File: src/rtl/rtc_irq_pkg.sv
package rtc_irq_pkg;
   localparam int unsigned ADDR_W     = 4;
   localparam int unsigned DATA_W     = 8;
   localparam int unsigned N_ALM      = 4;
   localparam logic [ADDR_W-1:0] ALM_BASE  = 4'h1;
   localparam logic [ADDR_W-1:0] RATE_ADDR = 4'hB;
   localparam logic [ADDR_W-1:0] EN_ADDR   = 4'hC;
   localparam logic [ADDR_W-1:0] FLAG_ADDR = 4'hD;
   // enable bit positions
   localparam int unsigned EN_ALM  = 3;
   localparam int unsigned EN_PER  = 2;
   localparam int unsigned EN_PWR  = 1;
   localparam int unsigned EN_BKA  = 0;
   // internal flag vector positions
   localparam int unsigned FL_ALM  = 2;
   localparam int unsigned FL_PER  = 1;
   localparam int unsigned FL_PWR  = 0;
   localparam int unsigned N_FLAGS = 3;
endpackage

File: src/rtl/rtc_irq_rate.sv
module rtc_irq_rate #(
   parameter int unsigned RATE_W = 4
) (
   input  logic              clk_i,
   input  logic              rst_ni,
   input  logic              tick_i,
   input  logic              restart_i,
   input  logic [RATE_W-1:0] rate_i,
   output logic              evt_o
);
   localparam int unsigned NCODE = 1 << RATE_W;
   localparam int unsigned DIV_W = (NCODE > 3) ? NCODE - 2 : 1;

   if (RATE_W < 2) begin : g_bad
      $error("rtc_irq_rate: RATE_W must be at least 2");
   end

   logic [DIV_W-1:0] cnt_q;
   logic [NCODE-1:0] term;

   always_ff @(posedge clk_i or negedge rst_ni) begin
      if (!rst_ni)        cnt_q <= '0;
      else if (restart_i) cnt_q <= '0;
      else if (tick_i)    cnt_q <= cnt_q + 1'b1;
   end

   assign term[0] = 1'b0;
   assign term[1] = 1'b1;
   for (genvar c = 2; c < NCODE; c++) begin : g_term
      assign term[c] = &cnt_q[c-2:0];
   end

   assign evt_o = tick_i & ~restart_i & term[rate_i];
endmodule

File: src/rtl/rtc_irq_alarm.sv
module rtc_irq_alarm #(
   parameter int unsigned N_BYTES = 4,
   parameter int unsigned BYTE_W  = 8
) (
   input  logic [N_BYTES*BYTE_W-1:0] cur_i,
   input  logic [N_BYTES*BYTE_W-1:0] alm_i,
   input  logic                      upd_i,
   output logic                      hit_o
);
   if (BYTE_W < 3) begin : g_bad
      $error("rtc_irq_alarm: BYTE_W too small for mask bits");
   end

   logic [N_BYTES-1:0] ok;

   for (genvar i = 0; i < N_BYTES; i++) begin : g_cmp
      logic [BYTE_W-1:0] a, t;
      assign a     = alm_i[i*BYTE_W +: BYTE_W];
      assign t     = cur_i[i*BYTE_W +: BYTE_W];
      assign ok[i] = (&a[BYTE_W-1 -: 2]) | (a == t);
   end

   assign hit_o = upd_i & (&ok);
endmodule

File: src/rtl/rtc_irq_flags.sv
module rtc_irq_flags #(
   parameter int unsigned N_FLAGS  = 3,
   parameter int unsigned HOLD_CYC = 10
) (
   input  logic               clk_i,
   input  logic               rst_ni,
   input  logic               addr_hit_i,
   input  logic               rd_i,
   input  logic [N_FLAGS-1:0] set_i,
   output logic [N_FLAGS-1:0] flags_o
);
   localparam int unsigned HW = $clog2(HOLD_CYC + 1);
   localparam logic [HW-1:0] HOLD_V = HW'(HOLD_CYC);

   if (HOLD_CYC < 1) begin : g_bad
      $error("rtc_irq_flags: HOLD_CYC must be at least 1");
   end

   logic [HW-1:0] hold_q;
   logic          clr;

   always_ff @(posedge clk_i or negedge rst_ni) begin
      if (!rst_ni)              hold_q <= '0;
      else if (!addr_hit_i)     hold_q <= '0;
      else if (hold_q != HOLD_V) hold_q <= hold_q + 1'b1;
   end

   assign clr = rd_i & addr_hit_i & (hold_q == HOLD_V);

   for (genvar f = 0; f < N_FLAGS; f++) begin : g_flag
      logic q;
      always_ff @(posedge clk_i or negedge rst_ni) begin
         if (!rst_ni)       q <= 1'b0;
         else if (set_i[f]) q <= 1'b1;
         else if (clr)      q <= 1'b0;
      end
      assign flags_o[f] = q;
   end
endmodule

File: src/rtl/rtc_irq_top.sv
module rtc_irq_top
   import rtc_irq_pkg::*;
#(
   parameter int unsigned RATE_W   = 4,
   parameter int unsigned HOLD_CYC = 10
) (
   input  logic        clk_i,
   input  logic        rst_ni,
   input  logic        tick_i,
   input  logic        upd_i,
   input  logic [7:0]  sec_i,
   input  logic [7:0]  min_i,
   input  logic [7:0]  hour_i,
   input  logic [7:0]  date_i,
   input  logic        pwr_fail_i,
   input  logic        bkup_i,
   input  logic        batt_ok_i,
   input  logic [3:0]  reg_addr_i,
   input  logic        reg_wr_i,
   input  logic        reg_rd_i,
   input  logic [7:0]  reg_wdata_i,
   output logic [7:0]  reg_rdata_o,
   output logic        irq_no
);
   if (RATE_W > 4) begin : g_bad
      $error("rtc_irq_top: rate field must fit in 4 bits");
   end

   logic [N_ALM*DATA_W-1:0] alm_q;
   logic [N_ALM*DATA_W-1:0] cur;
   logic [RATE_W-1:0]       rate_q;
   logic [3:0]              en_q;
   logic [N_FLAGS-1:0]      flags_w;
   logic [N_FLAGS-1:0]      set_w;
   logic                    rate_wr, per_evt, alm_hit;
   logic                    irq_norm, irq_bk;

   assign rate_wr = reg_wr_i & (reg_addr_i == RATE_ADDR);

   always_ff @(posedge clk_i or negedge rst_ni) begin
      if (!rst_ni) begin
         rate_q <= '0;
         en_q   <= '0;
      end else begin
         if (rate_wr) rate_q <= reg_wdata_i[RATE_W-1:0];
         if (reg_wr_i && reg_addr_i == EN_ADDR) en_q <= reg_wdata_i[3:0];
      end
   end

   for (genvar i = 0; i < N_ALM; i++) begin : g_alm
      localparam logic [ADDR_W-1:0] MY_ADDR = ALM_BASE + ADDR_W'(2*i);
      always_ff @(posedge clk_i or negedge rst_ni) begin
         if (!rst_ni)
            alm_q[i*DATA_W +: DATA_W] <= '0;
         else if (reg_wr_i && reg_addr_i == MY_ADDR)
            alm_q[i*DATA_W +: DATA_W] <= reg_wdata_i;
      end
   end

   assign cur = {date_i, hour_i, min_i, sec_i};

   rtc_irq_rate #(.RATE_W(RATE_W)) u_rate (
      .clk_i     (clk_i),
      .rst_ni    (rst_ni),
      .tick_i    (tick_i),
      .restart_i (rate_wr),
      .rate_i    (rate_q),
      .evt_o     (per_evt)
   );

   rtc_irq_alarm #(.N_BYTES(N_ALM), .BYTE_W(DATA_W)) u_alarm (
      .cur_i (cur),
      .alm_i (alm_q),
      .upd_i (upd_i),
      .hit_o (alm_hit)
   );

   always_comb begin
      set_w         = '0;
      set_w[FL_ALM] = alm_hit;
      set_w[FL_PER] = per_evt;
      set_w[FL_PWR] = pwr_fail_i;
   end

   rtc_irq_flags #(.N_FLAGS(N_FLAGS), .HOLD_CYC(HOLD_CYC)) u_flags (
      .clk_i      (clk_i),
      .rst_ni     (rst_ni),
      .addr_hit_i (reg_addr_i == FLAG_ADDR),
      .rd_i       (reg_rd_i),
      .set_i      (set_w),
      .flags_o    (flags_w)
   );

   assign irq_norm = (flags_w[FL_ALM] & en_q[EN_ALM])
                   | (flags_w[FL_PER] & en_q[EN_PER])
                   | (flags_w[FL_PWR] & en_q[EN_PWR]);
   assign irq_bk   = flags_w[FL_ALM] & en_q[EN_ALM] & en_q[EN_BKA];
   assign irq_no   = ~(bkup_i ? irq_bk : irq_norm);

   always_comb begin
      reg_rdata_o = '0;
      for (int i = 0; i < N_ALM; i++) begin
         if (reg_addr_i == ALM_BASE + ADDR_W'(2*i))
            reg_rdata_o = alm_q[i*DATA_W +: DATA_W];
      end
      case (reg_addr_i)
         RATE_ADDR: reg_rdata_o = {{(DATA_W-RATE_W){1'b0}}, rate_q};
         EN_ADDR:   reg_rdata_o = {4'b0, en_q};
         FLAG_ADDR: reg_rdata_o = {4'b0, flags_w[FL_ALM], flags_w[FL_PER],
                                   flags_w[FL_PWR], batt_ok_i};
         default: ;
      endcase
   end
endmodule

File: config.mk
export PLATFORM = sky130hd
export DESIGN_NAME = rtc_irq_top
export DESIGN_NICKNAME = d
export VERILOG_FILES = /design/src/rtl/rtc_irq_pkg.sv /design/src/rtl/rtc_irq_rate.sv /design/src/rtl/rtc_irq_alarm.sv /design/src/rtl/rtc_irq_flags.sv /design/src/rtl/rtc_irq_top.sv
export SDC_FILE = /design/constraint.sdc
export NUM_CORES = 1
export LEC_CHECK = 0
export BUFFER_PORTS_ARGS = -buffer_cell sky130_fd_sc_hd__buf_4
export CORE_AREA = 4 4 86 88
export CTS_CLUSTER_DIAMETER = 100
export DETAILED_ROUTE_END_ITERATION = 16
export DIE_AREA = 0 0 90 92
export GPL_TIMING_DRIVEN = 0
export PLACE_DENSITY = 0.85
export SYNTH_ARGS = -nofsm -noshare
export SYNTH_HDL_FRONTEND = slang
export SYNTH_SLANG_ARGS = --single-unit
File: constraint.sdc
create_clock -name clk_i -period 3.1 [get_ports clk_i]
set_clock_uncertainty 0.2 [all_clocks]
set_input_delay 0 -clock clk_i [delete_from_list [all_inputs] [get_ports clk_i]]
set_output_delay 0 -clock clk_i [all_outputs]
set_load 0.02 [all_outputs]
Yosys cells after proc, flatten, opt, wreduce, memory -nomap -nowiden. Cells that the tools add are included.

$add $sub $neg: 2. Mux-type cells: 16. Bitwise operators: 18. Equality and inequality tests: 14. Reduce and logical (&&, ||, !) cells: 27. Magnitude comparators: 1.

Operator list (number): 8-bit equality test (4); 8-bit two-way mux (4); 14-bit two-way mux (2); 8-bit one-hot mux with 3 select lines (1); 4-bit equality test (second input constant) (4); 14-bit by 1-bit adder with 14-bit output (second input constant) (1); 14-bit AND reduction (1); 13-bit AND reduction (1); 12-bit AND reduction (1); 11-bit AND reduction (1); 1-bit bitwise AND (10); 10-bit AND reduction (1); 2-bit AND reduction (5); 9-bit AND reduction (1); 4-bit by 3-bit equality test with 1-bit output (second input constant) (2); 4-bit two-way mux (2); 4-bit AND reduction (2); 8-bit AND reduction (1); 2-bit nonzero test (4); 7-bit AND reduction (1); 1-bit two-way mux (6); 1-bit bitwise OR (6); 6-bit AND reduction (1); 1-bit logical AND (5); other kinds (10) (11).

Register bits: 61. Input port bits: 53. Output and inout port bits: 9.

Logic depth before layout (Yosys ltp).
Word-level depth: 6. Gate-level depth with buffers: 8.

Cells and area by module. Synthesis repeated with hierarchy kept, for this count alone.

Cell total of the unflattened synthesis: 325. Area total of the unflattened synthesis: 3583.4 um^2.

By module, submodules not included: rtc_irq_top (cells each 158, area an instance 1998.2 um^2, instances 1); rtc_irq_rate (cells each 90, area an instance 859.6 um^2, instances 1); rtc_irq_alarm (cells each 47, area an instance 371.6 um^2, instances 1); rtc_irq_flags (cells each 30, area an instance 354.1 um^2, instances 1).

Worst setup path before layout. OpenSTA, ideal clock, no wires.

Path kind: register -> register. From: register u_rate.cnt_q[0]. To: register u_flags.g_flag[1].q. Period minus slack after synthesis: 1.984 ns. Buffers on the path: 0. Data arrival time: 1.680 ns. Slack: 1.116 ns. Required time: 2.796 ns. Cell stages (with the launch flop): 9. Setup time: 0.104 ns. Cell sequence: dfrtp_1 > ha_1 > nand3_1 > nor2_1 > ha_1 > a2111oi_2 > nor4bb_1 > o221ai_1 > o311ai_1.

Word-level cells in the longest chain between the ends: 5. Elaborated cells on any way between the ends: 18.

Ends and longest elaborated chain: start, declared (RTL line rtc_irq_rate.sv:18) `logic [DIV_W-1:0] cnt_q;`; start signal, assigned (RTL line rtc_irq_rate.sv:24) `else if (tick_i) cnt_q <= cnt_q + 1'b1;`; 14-bit AND reduction, or another cell as far along (RTL line rtc_irq_rate.sv:30) `assign term[c] = &cnt_q[c-2:0];`; 1-bit binary-select mux with 4-bit select (*) (RTL line rtc_irq_rate.sv:33) `assign evt_o = tick_i & ~restart_i & term[rate_i];`; 1-bit two-way mux (implied by the code) (*) (RTL line rtc_irq_rate.sv:33); 1-bit bitwise AND (*) (RTL line rtc_irq_rate.sv:33); 1-bit two-way mux or 2-bit nonzero test (tied branches); end signal, assigned (RTL line rtc_irq_flags.sv:33) `if (!rst_ni) q <= 1'b0;`; end signal, assigned (RTL line rtc_irq_flags.sv:34) `else if (set_i[f]) q <= 1'b1;`; end signal, assigned (RTL line rtc_irq_flags.sv:35) `else if (clr) q <= 1'b0;`; end, declared (RTL line rtc_irq_flags.sv:31) `logic q;`.

Mark *: on every way between the ends. The rest lies on a longest branch, timed or not. The select of a mux whose other input is x is not followed. A chain may end at the register's enable or synchronous reset.

Final worst setup path.
From: register alm_q[31]. To: register u_flags.g_flag[2].q.

Word-level cells in the longest chain between the ends: 5. Elaborated cells on any way between the ends: 7.

Ends and longest elaborated chain: start, declared (RTL line rtc_irq_top.sv:29) `logic [N_ALM*DATA_W-1:0] alm_q;`; start signal, assigned by index (RTL line rtc_irq_top.sv:56) `alm_q[i*DATA_W +: DATA_W] <= reg_wdata_i;`; 8-bit equality test or 2-bit AND reduction (tied branches) (RTL line rtc_irq_alarm.sv:20) `assign ok[i] = (&a[BYTE_W-1 -: 2]) | (a == t);`; 1-bit bitwise OR (*) (RTL line rtc_irq_alarm.sv:20); 4-bit AND reduction (*) (RTL line rtc_irq_alarm.sv:23) `assign hit_o = upd_i & (&ok);`; 1-bit bitwise AND (*) (RTL line rtc_irq_alarm.sv:23); 1-bit two-way mux or 2-bit nonzero test (tied branches); end signal, assigned (RTL line rtc_irq_flags.sv:33); end signal, assigned (RTL line rtc_irq_flags.sv:34); end signal, assigned (RTL line rtc_irq_flags.sv:35); end, declared (RTL line rtc_irq_flags.sv:31).

Mark *: on every way between the ends. The rest lies on a longest branch, timed or not.

==> reports/summary.md <==
The largest total area in the synthesized netlist belongs to sky130_fd_sc_hd__dfrtp_1. Number of antenna violations at the first check in global routing: 0. The area of the die is 0.00828 mm^2. The logs give 0.33 ns for the clock latency on the worst-skew pair and 48.6% for the relative max-transition margin. After technology mapping, the gate count stands at 313. Cell with the most instances on the worst path: sky130_fd_sc_hd__nor4_1. By startpoint and endpoint, the worst setup path is classified as flip-flop to flip-flop.

The path with the worst hold slack has its endpoint at u_rate.cnt_q[0]$_DFFE_PN0P_. The data arrival time at the worst-slack endpoint was 2.57 ns. The tools report the total number of vias as 2,816. The logs give 30 for the count of standard-cell rows and 460 for the total number of nets in the final design. Type of the most critical hold path: primary input to flip-flop. The synthesized area per cell is 11.3 um^2.

The largest single stage delay on the critical path is 0.54 ns. Yosys warning count: 0. The post-CTS setup repair buffer count was 0; the total clock buffers created by CTS was 9. After global routing the overflow that remains totals 0.

The tools report the via count of the first global-routing pass as 2,976. For the max-cap check violation count, the log shows 0. The pre-antenna-repair detailed-routing pass consisted of 4 iterations. TritonCTS built the clock tree. Setup repair after global routing left no endpoint under its margin. The register clock-pin slew on the reported worst setup and hold paths works out to 0.06 ns. Measured against the total synthesized area, the mux share comes to 18.3%.

Once the floorplan was initialized, standard cells occupied 53.2% of the core. The overall die width was 90 um; the final antenna-violating net count was 0. The first global-routing pass estimated 14,700 um of wire.

The worst hold path begins at tick_i. For this run, design rule violations remaining after detail routing come to 0. The final hold violation count is 0.

Using the TritonRoute via totals, the vias-per-cell ratio works out to 5.85. The adder-cell share of the synthesized area was 2.12%. The placed instances occupy a cell area of 0.00408 mm^2. Final routed wire length divided by cell count: 18.1 um.

Kind of end point of the critical path: a flip-flop. Derived from the worst setup path, the maximum achievable clock frequency is 0.399 GHz. The clock passes through at most 2 buffers.

The endpoint identified for the worst register-to-register timing path is u_flags.g_flag[2].q$_DFFE_PN0P_. Counting flops with an async set or reset pin after synthesis yields a share of 100%. The minimum clock period after layout is 2.50 ns. The proportion of layout cells with a drive suffix above 1 is 33.7%, and the hold-critical path depth is 4. For the worst setup path, the data required time is 3.17 ns. Summing the areas of all compound-gate instances in the mapped netlist gives 7.26% of the synthesized area.

Measured along the y axis, the die boundary spans 92 um. Along the worst path, the maximum fanout reaches 4. The number of enable-type register cells in the synthesized netlist was 0.

The leading register cell type out of synthesis is sky130_fd_sc_hd__dfrtp_1. For the final core utilization, the log shows 66.2%. The sequential fraction of the synthesis area was 43.2%; the number of diodes added for antenna fixing was 0. The share of the cycle needed by the critical path after routing was 80.8%. The share of synthesized area in the top cell type comes to 43.2%. Synthesis produced a netlist with a net count of 372. The number of buffers added on ports came out at 59.

The parity-gate share of the synthesized area counting xor and xnor cells came out at 11.2%. After routing, the total negative slack on setup checks comes to 0 ns. In this run, post-CTS repair resized a total of 0 instances. Entering global routing, the biggest net connects 62 pins. For the leakage power, the log shows 2.04 nW.

The layout has 517 filler cells. The clock drives 61 sinks. The setup slack of the worst register-to-register path is 0.60 ns, and the distinct cell type count after synthesis is 47. The tools report the clock tree root driver cell as sky130_fd_sc_hd__clkbuf_8. Relative to the synthesized area, the layout overhead comes to 24.5%. The start of the worst register-to-register path was alm_q[31]$_DFFE_PN0P_. Setup violations remaining at the end of the flow were counted as 0.

The congestion estimate from routability-driven global placement came to 0.867. The worst-case IR drop observed on VDD is 0.455 mV. Sorting the synthesized cells by area gives the leading types as sky130_fd_sc_hd__dfrtp_1 43%, sky130_fd_sc_hd__mux2_2 13%, sky130_fd_sc_hd__xor2_1 10%.

Walking the worst path, the cells encountered are xor2_1, nor4_1, a22oi_1, nor4_1, a22o_1, dlygate4sd3_1. The wire-length estimate of the detail-placed layout is 6110 um. The iteration-0 DRC count of the detailed router is 194, and the post-synthesis instance area is 0.00353 mm^2. The worst setup path is launched from a flip-flop. On the critical path, the stage with the largest delay is an instance of sky130_fd_sc_hd__dlygate4sd3_1.

Global routing used 22.5% of the available tracks. For the worst flop-to-flop path, the logic depth is 6. Synthesized flop and latch total: 61. The summed area of non-filler cells in the final layout is 0.00440 mm^2, and the total power density per cell area is 535 mW/mm^2. For the pin with the worst max-slew slack, the measured transition is 0.771 ns.

Max-slew violation count: 0. The logs give 8680 um for the total wire length and 0.0112 ns for the final hold slack. The tools report the core area as 0.00664 mm^2. The run finished with clean final reports. The tools report the H-tree depth reported by CTS as 3. Pin placement for this block handled 62 I/O pins. Summing the areas of all and, or, nand and nor instances in the mapped netlist gives 15.2% of the synthesized area. The largest family of logic cells by synthesized area is multiplexers.
==> worst max path at each step <==
stage,start,end,cells after the start
after floorplan,u_rate.cnt_q[0]$_DFFE_PN0P_,u_flags.g_flag[1].q$_DFFE_PN0P_,8
after global placement,u_rate.cnt_q[0]$_DFFE_PN0P_,u_flags.g_flag[1].q$_DFFE_PN0P_,8
after detailed placement,u_rate.cnt_q[0]$_DFFE_PN0P_,u_flags.g_flag[1].q$_DFFE_PN0P_,8
after CTS,alm_q[31]$_DFFE_PN0P_,u_flags.g_flag[2].q$_DFFE_PN0P_,6
after global routing,alm_q[15]$_DFFE_PN0P_,u_flags.g_flag[2].q$_DFFE_PN0P_,6
final,alm_q[31]$_DFFE_PN0P_,u_flags.g_flag[2].q$_DFFE_PN0P_,6
==> what timing repair did <==
item | CTS | global route
hold buffers | 18 | 0
endpoints found under the hold margin | 108 | 0
setup endpoints to repair | 0 | 0
==> placed cells by master, fill, tap and decap left out, types with 2 or more instances in the layout <==
| cell type | instances |
|---|---|
| sky130_fd_sc_hd__nand4_1 | 6 |
| sky130_fd_sc_hd__o211ai_1 | 2 |
| sky130_fd_sc_hd__nor4bb_1 | 2 |
| sky130_fd_sc_hd__xor2_1 | 42 |
| sky130_fd_sc_hd__and3_1 | 5 |
| sky130_fd_sc_hd__mux2_2 | 41 |
| sky130_fd_sc_hd__a21oi_1 | 5 |
| sky130_fd_sc_hd__nor4_1 | 9 |
| sky130_fd_sc_hd__a2111oi_2 | 2 |
| sky130_fd_sc_hd__o21ai_0 | 7 |
| sky130_fd_sc_hd__nand3_1 | 8 |
| sky130_fd_sc_hd__a221oi_1 | 2 |
| sky130_fd_sc_hd__a22o_1 | 2 |
| sky130_fd_sc_hd__inv_1 | 7 |
| sky130_fd_sc_hd__buf_4 | 64 |
| sky130_fd_sc_hd__dfrtp_1 | 61 |
| sky130_fd_sc_hd__xnor2_1 | 3 |
| sky130_fd_sc_hd__nand2b_1 | 3 |
| sky130_fd_sc_hd__nor2_1 | 28 |
| sky130_fd_sc_hd__a22oi_1 | 8 |
| sky130_fd_sc_hd__a31oi_1 | 2 |
| sky130_fd_sc_hd__mux2i_1 | 9 |
| sky130_fd_sc_hd__clkbuf_8 | 10 |
| sky130_fd_sc_hd__mux4_2 | 3 |
| sky130_fd_sc_hd__ha_1 | 6 |
| sky130_fd_sc_hd__nor3_1 | 2 |
| sky130_fd_sc_hd__and2_1 | 4 |
| sky130_fd_sc_hd__dlygate4sd3_1 | 18 |
| sky130_fd_sc_hd__nor2_2 | 2 |
| sky130_fd_sc_hd__buf_2 | 5 |
| sky130_fd_sc_hd__nand2_1 | 14 |
==> through the flow <==
| stage | power, mW | std cells | worst slack [ns] |
|---|---|---|---|
| after floorplan | 1.54 | 313 | 1.12 |
| after global placement | 1.73 | 452 | 0.885 |
| after detailed placement | 1.76 | 452 | 0.844 |
| after CTS | 2.35 | 481 | 0.546 |
| after global routing | 2.50 | 481 | 0.407 |
| final | 2.35 | 481 | 0.596 |
==> layout make-up <==
cell class	instances	area (um^2)	area share [%]
buffer	11	73.8	1.68
clock buffer	11	141	3.21
inverter	7	26.3	0.597
multi-input combinational	234	1910	43.4
sequential	61	1530	34.7
tap	80	100	2.28
timing repair buffer	77	623	14.2
==> synthesized netlist by cell type (all sizes together), types with 3 or more instances <==
cell type  count
and3           5
xnor2          3
xor2          42
nand2         15
nor4           9
a22oi          8
dfrtp         61
nand4          6
o21ai          7
nor2          30
nand2b         3
mux2          41
mux4           4
and2           4
ha             6
mux2i          9
nand3         10
a21oi          5
nor3           4
buf           11
inv            7
==> cells by family after synthesis <==
group / after synthesis
buffers and inverters: 18
AND/OR/NAND/NOR: 94
multiplexers: 54
XOR/XNOR: 45
flip-flops: 61
adder cells (fa/ha/maj): 6
AO/OA/AOI/OAI: 35
==> per-layer routing <==
| metal | part of all wire [%] | GRT usage [%] |
|---|---|---|
| met5 | 0 | 0 |
| met4 | 2.9 | 9.95 |
| met3 | 5.7 | 4.02 |
| met2 | 50 | 36.7 |
| met1 | 42 | 29.4 |
==> critical path: cells and delay by family (launching register included) <==
kind	cells	cell delay (ns)
AOI/OAI and AO/OA	2	0.29
buffers and inverters	1	0.54
and+or+nand+nor	2	0.80
DFF	1	0.43
xor gates and xnor gates	1	0.18
==> power breakdown <==
part           leakage, nW  switching [mW]  total [mW]  internal, mW
combinational         1.20           0.293       0.646         0.352
sequential           0.764           0.186        1.14         0.958
clock               0.0731           0.275       0.564         0.290
==> state kept, by name (all words and copies together), names as in the netlist <==
name	flops
u_flags.hold_q	4
en_q	4
u_flags.g_flag.q	3
rate_q	4
u_rate.cnt_q	14
alm_q	32
Note: power is estimated with default switching activity, not from simulation.
